<file path="src/rtl/pushm_seq.sv">
module pushm_seq #(
  parameter int NREG   = 16,
  parameter int RW     = 20,
  parameter int AW     = 20,
  parameter int SP_IDX = 1,
  localparam int IW = $clog2(NREG),
  localparam int CW = $clog2(NREG + 1)
) (
  input  logic          clk,
  input  logic          rst_n,
  input  logic          start,
  input  logic [CW-1:0] count,
  input  logic [IW-1:0] first_reg,
  input  logic          wide,
  input  logic [AW-1:0] sp_in,
  output logic [IW-1:0] rf_addr,
  input  logic [RW-1:0] rf_data,
  output logic [AW-1:0] mem_addr,
  output logic [15:0]   mem_data,
  output logic          mem_we,
  output logic [AW-1:0] sp_out,
  output logic          done,
  output logic          err
);

  logic          busy, hi_next, wide_q;
  logic [IW-1:0] idx;
  logic [CW-1:0] left;
  logic [AW-1:0] sp, sp0;
  logic [RW-1:0] value;
  logic          bad, accept;

  assign bad = (count == '0)
            || ((CW+1)'(count) > (CW+1)'(NREG))
            || ((CW+1)'(first_reg) < ((CW+1)'(count) - (CW+1)'(1)));
  assign accept = start && !busy && !bad;

  assign rf_addr  = idx;
  assign value    = (idx == IW'(SP_IDX)) ? RW'(sp0) : rf_data;
  assign mem_data = hi_next ? 16'(value[RW-1:16]) : value[15:0];
  assign mem_addr = sp - AW'(2);
  assign mem_we   = busy;
  assign sp_out   = sp;

  always_ff @(posedge clk or negedge rst_n) begin
    if (!rst_n) begin
      busy    <= 1'b0;
      hi_next <= 1'b0;
      wide_q  <= 1'b0;
      idx     <= '0;
      left    <= '0;
      sp      <= '0;
      sp0     <= '0;
      done    <= 1'b0;
      err     <= 1'b0;
    end else begin
      done <= 1'b0;
      err  <= start && !busy && bad;
      if (accept) begin
        busy    <= 1'b1;
        sp      <= sp_in;
        sp0     <= sp_in;
        idx     <= first_reg;
        left    <= count;
        wide_q  <= wide;
        hi_next <= wide;
      end else if (busy) begin
        sp <= mem_addr;
        if (hi_next) begin
          hi_next <= 1'b0;
        end else begin
          hi_next <= wide_q;
          idx     <= idx - IW'(1);
          left    <= left - CW'(1);
          if (left == CW'(1)) begin
            busy <= 1'b0;
            done <= 1'b1;
          end
        end
      end
    end
  end

endmodule

</file>
<file path="config.mk">
export PLATFORM = sky130hd
export DESIGN_NAME = pushm_seq
export DESIGN_NICKNAME = d
export VERILOG_FILES = /design/src/rtl/pushm_seq.sv
export SDC_FILE = /design/constraint.sdc
export NUM_CORES = 1
export LEC_CHECK = 0
export BUFFER_PORTS_ARGS = -buffer_cell sky130_fd_sc_hd__buf_4
export CAP_MARGIN = 30
export CORE_UTILIZATION = 25
export CTS_BUF_LIST = sky130_fd_sc_hd__clkbuf_8 sky130_fd_sc_hd__clkbuf_16
export CTS_CLUSTER_SIZE = 30
export DETAILED_ROUTE_END_ITERATION = 12
export GPL_TIMING_DRIVEN = 0
export PLACE_DENSITY = 0.55
export SETUP_SLACK_MARGIN = 0.02
export SKIP_CTS_REPAIR_TIMING = 1
export SLEW_MARGIN = 15
export SYNTH_ARGS = -nofsm -noshare
export SYNTH_HDL_FRONTEND = slang
export SYNTH_SLANG_ARGS = --single-unit
</file>
<file path="constraint.sdc">
create_clock -name clk -period 2.85 [get_ports clk]
set_input_delay 0.57 -clock clk [delete_from_list [all_inputs] [get_ports clk]]
set_output_delay 0.57 -clock clk [all_outputs]
set_load 0.01 [all_outputs]
</file>
* Yosys cells after proc, flatten, opt, wreduce, memory -nomap -nowiden
Cells that the tools add are included.
** Storage, ports and cells
- Output and inout port bits :: 63
- Bits of input ports :: 53
- Register bits after elaboration :: 54
- Logic and storage cells :: 49
** Cells by class
- Order comparisons :: 2
- Reductions and logical operators :: 10
- Add/subtract/negate cells :: 4
- Multiplexer cells :: 21
- Eq/ne operators :: 3
** Operators by type and width (number)
- 20-bit 2-to-1 mux :: 3
- 20-bit by 2-bit subtractor with 20-bit output (second input constant) :: 1
- 16-bit 2-to-1 mux :: 1
- 5-bit 2-to-1 mux :: 3
- 4-bit 2-to-1 mux :: 3
- 1-bit 2-to-1 mux :: 11
- 4-bit by 6-bit less-than comparator with 1-bit output :: 1
- 5-bit by 1-bit subtractor with 6-bit output (second input constant) :: 1
- 5-bit by 1-bit equality test with 1-bit output (second input constant) :: 1
- 5-bit greater-than comparator (second input constant) :: 1
- 5-bit zero test :: 1
- 5-bit by 1-bit subtractor with 5-bit output (second input constant) :: 1
- 4-bit by 1-bit equality test with 1-bit output (second input constant) :: 1
- 4-bit by 1-bit subtractor with 4-bit output (second input constant) :: 1
- 1-bit logical AND :: 3
- 1-bit zero test :: 2
- 1-bit logical OR :: 2
- 2-bit by 1-bit != test with 1-bit output (second input constant) :: 1
- 2-bit AND reduction :: 1
- 2-bit nonzero test :: 1

* Longest topological paths before layout
- Word-level depth :: 7
- Depth in mapped cells :: 12
- Gate-level depth less buffers :: 9

* Least setup slack after synthesis
OpenSTA, ideal clock, no wires.
- Path kind :: register to output
- Start :: register sp[1], in the netlist sp_out[1]
- End :: output port mem_addr[11]
- Data required time :: 2.280 ns
- Buffers on the path :: 0
- Arrival :: 1.950 ns
- Cell stages (with the launch flop) :: 7
- Slack :: 0.330 ns
- Cells stage by stage :: dfrtp_1 -> inv_1 -> ha_1 -> or4b_2 -> nor2_1 -> nand2_1 -> xnor2_1
** Between the ends
- Word-level cells in the longest chain between the ends :: 1
** RTL lines
- from (decl) :: RTL line 29 : logic [AW-1:0] sp, sp0;
- from (signal assigned) :: RTL line 61 : sp <= sp_in;
- from (signal assigned) :: RTL line 68 : sp <= mem_addr;
- 20-bit by 2-bit subtractor with 20-bit output :: RTL line 41 : assign mem_addr = sp - AW'(2);
- to (decl) :: RTL line 18 : output logic [AW-1:0] mem_addr,
Every way passes these cells.

* Final worst setup path
- Start :: register idx[1], in the netlist rf_addr[1]
- End :: output port mem_data[1]
** Between the ends
- Word-level cells in the longest chain between the ends :: 3
** RTL lines
- from (decl) :: RTL line 27 : logic [IW-1:0] idx;
- from (signal assigned) :: RTL line 63 : idx <= first_reg;
- from (signal assigned) :: RTL line 73 : idx <= idx - IW'(1);
- 4-bit by 1-bit equality test with 1-bit output :: RTL line 39 : assign value = (idx == IW'(SP_IDX)) ? RW'(sp0) : rf_data;
- 20-bit 2-to-1 mux :: RTL line 39
- 16-bit 2-to-1 mux :: RTL line 40 : assign mem_data = hi_next ? 16'(value[RW-1:16]) : value[15:0];
- to (decl) :: RTL line 19 : output logic [15:0] mem_data,
Every way passes these cells.

==> flow_summary_export.csv <==
group,metric,value,unit
outcome,status,"complete, no violations",
setup_path,r2r_cells,6,
yosys,synth-seq-area-share,41.94,%
sta,tightest_slew,0.7221,ns
placement,io_buffers,115,
yosys,synth_area,0.003222,sq mm
pwr,power_density,1046,mW/mm^2
sta,finClkSkew,0.004536,ns
setup_path,path_cells,"inv_1, ha_1, or3b_4, mux4_2, buf_4",
sta,max_freq,374.8,MHz
setup_path,cp_max_fo,7,
setup_path,cp-start-kind,"flop",
global_routing,grt_pass1_vias,3122,
sta,setup_viol,0,
die,start_util,25.63,%
sta,fin_crit_sh,93.61,%
global_routing,grt_use_total,15.97,%
cells_and_area,n_antenna_cell,0,
die,num_rows,41,
clock_network,numCtsBuffers,5,
route,first_pass_iters,4,
yosys,async_flop_share,100.0,%
route,vias_per_cell,4.609,
clock_network,clock_sink_count,54,
placement,hpwl,8.020,mm
cells_and_area,area_growth_syn_to_layout,39.84,%
setup_path,r2r-end,"sp_out[18]$_DFFE_PN0P_",
setup_path,r2r_slack,0.63,ns
clock_network,clk_latency,0.29,ns
yosys,synth_top_area_share,41.94,%
worst_hold_path,hp-class,"primary input to async pin",
pwr,total_power,4712,uW
yosys,synth_cell_types,48,
route,drt_iter0_drc,96,
yosys,synthFlopType,"dfrtp_1",
clock_network,clockBufferDepth,2,
route,via_count,3097,
sta,min_period,2.668,ns
flow_run,cap_violations,0,
die,fp.dieArea,0.01334,sq mm
global_routing,grt_pass1_wl,16.27,mm
cells_and_area,layout-drive-gt1-share,30.00,%
die,die_h,115.5,um
route,routedWlPerCell,15.42,um
clock_network,cts.htree.levels,2,
setup_path,reg2reg_from,"sp_out[3]$_DFFE_PN0P_",
global_routing,grt_start_max_net_pins,55,
clock_network,clk_pin_slew_worst_paths,0.07,ns
pwr,ir_drop,0.4083,mV
yosys,synth_nets,442,
yosys,synth_warnings,0,
die,pin_count,116,
yosys,synth.area.top_cells,"dfrtp_1 42%, nand2_1 13%, xor2_1 4.3%",
yosys,yosys_register_bits,54,
die,core_area,0.01257,sq mm
cells_and_area,finalNonFillerCells,672,
setup_path,crit_arrival,2.10,ns
die,die_x,115.5,um
placement,place_inst,666,
yosys,syn_inst,379,
pwr,p_leak,0.002170,uW
sta,max_slew_margin,51.86,%
cells_and_area,num-fill-cells,1315,
sta,hold_viol,0,
sta,drv_slew,0,
setup_path,slowest_stage,"mux4_2",
cells_and_area,nets,562,
global_routing,antenna_found_initial,0,
clock_network,root_buffer,"clkbuf_16",
route,drc_errors,0,
setup_path,critPathRequiredTime,2.28,ns
yosys,synth_edf_count,0,
route,antenna_left,0,
sta,grt_setup_unrepaired,"no",
yosys,avgSynthCellArea,8.501,sq um
setup_path,max_stage_delay,0.49,ns
setup_path,end_kind,"primary output",
route,wirelength,10.36,mm
setup_path,worstSetupPathType,"flop to primary output",
global_routing,grt_overflow_total,0,
placement,routabilityCongestion,0.8433,
yosys,yosysTopAreaCell,"dfrtp_1",
clock_network,tritoncts,"yes",
## Yosys cell counts (2+ instances only)
master,instances
o211ai_1,5
xor2_1,16
mux2i_1,2
nor3b_1,3
xnor2_1,12
o21ai_0,16
nor3_1,8
buf_2,4
nand3_1,16
nor4_1,5
buf_4,2
a221o_1,4
a21o_1,3
nand2b_1,2
clkbuf_1,17
a21oi_1,15
inv_1,12
mux4_2,4
or3_1,6
nand4_1,2
ha_1,10
and2_1,2
a22oi_1,2
nand2_1,111
buf_1,2
nor2_1,21
dfrtp_1,54
nor2b_1,3
## cell usage in the layout (no fill, tap or decap), types with 4 or more instances in the layout
cell	synthesis	routed
o211ai_1	5	5
xor2_1	16	15
nand3_1	16	16
clkbuf_1	17	13
dfrtp_1	54	53
o21ai_0	16	16
nor4_1	5	5
inv_1	12	12
ha_1	10	9
a221o_1	4	4
a21oi_1	15	15
nor2_1	21	20
xnor2_1	12	12
buf_4	2	118
or3_1	6	6
nor3_1	8	8
nand2_1	111	111
mux4_2	4	4
clkbuf_16	0	5
## where the power goes
group / internal (uW) / switching [uW]
clock: 376 / 284
combinational: 1230 / 1290
sequential: 1140 / 399
## worst max-delay path by stage
stage	end	start	cells past startpoint	slack, ns
6_report	mem_data[1]	rf_addr[1]$_DFFE_PN0P_	5	0.18
4_1_cts	mem_addr[15]	sp_out[1]$_DFFE_PN0P_	8	-0.20
2_1_floorplan	mem_addr[11]	sp_out[1]$_DFFE_PN0P_	6	0.33
3_3_place_gp	sp_out[3]$_DFFE_PN0P_	count[0]	12	-0.13
3_5_place_dp	sp_out[3]$_DFFE_PN0P_	count[0]	12	-0.23
5_1_grt	mem_data[6]	rf_addr[1]$_DFFE_PN0P_	7	0.02
## state kept, by name, summed over array words and instances (netlist names)
register / flops
done: 1
err: 1
hi_next: 1
left: 5
mem_we: 1
rf_addr: 4
sp0: 20
sp_out: 20
wide_q: 1
## through the flow
step	util (%)	setup WS, ns	setup TNS [ns]	hold slack (ns)	area, sq um
detailed placement	34.22	-0.2316	-4.593	0.4634	4300
global route	35.85	0.01893	0	0.3830	4506
CTS	35.50	-0.1998	-2.707	0.3602	4462
finish	35.85	0.1822	0	0.3104	4506
floorplan	-	0.3305	0	0.2744	3222
global placement	34.22	-0.1336	-1.994	0.4539	4300
## worst max-delay path: cells and delay by family, from the launching register on
family | cells | cell delay [ns]
adders and majority gates | 1 | 0.16
DFF | 1 | 0.41
and+or+nand+nor | 1 | 0.48
buffers and inverters | 2 | 0.26
muxes | 1 | 0.49
## final cells by class
type / count / area [sq um] / area share (%)
tap: 172 / 215.2 / 4.776
timing repair buffer: 115 / 863.3 / 19.16
clock buffer: 7 / 152.6 / 3.388
clock inverter: 1 / 8.758 / 0.1944
sequential: 54 / 1353 / 30.02
buffer: 24 / 113.9 / 2.527
multi-input combinational: 287 / 1754 / 38.93
inverter: 12 / 45.04 / 0.9997
## cell families after synthesis
| family | after synthesis | share of synthesized area (%) |
|---|---|---|
| muxes | 6 | 3.418 |
| buffers and inverters | 38 | 5.048 |
| DFF | 54 | 41.94 |
| AOI/OAI and AO/OA | 53 | 10.49 |
| adders and majority gates | 10 | 3.883 |
| and+or+nand+nor | 190 | 27.61 |
| xor gates and xnor gates | 28 | 7.611 |
## metal layers
layer / vias to the layer above / wire length, um / GRT usage, %
li1: 1523 / - / -
met1: 1476 / 4688 / 21.24
met2: 92 / 4978 / 27.19
met3: 6 / 617 / 2.877
met4: 0 / 77 / 3.117
met5: - / 0 / 0
(Power assumes the default switching activity.)
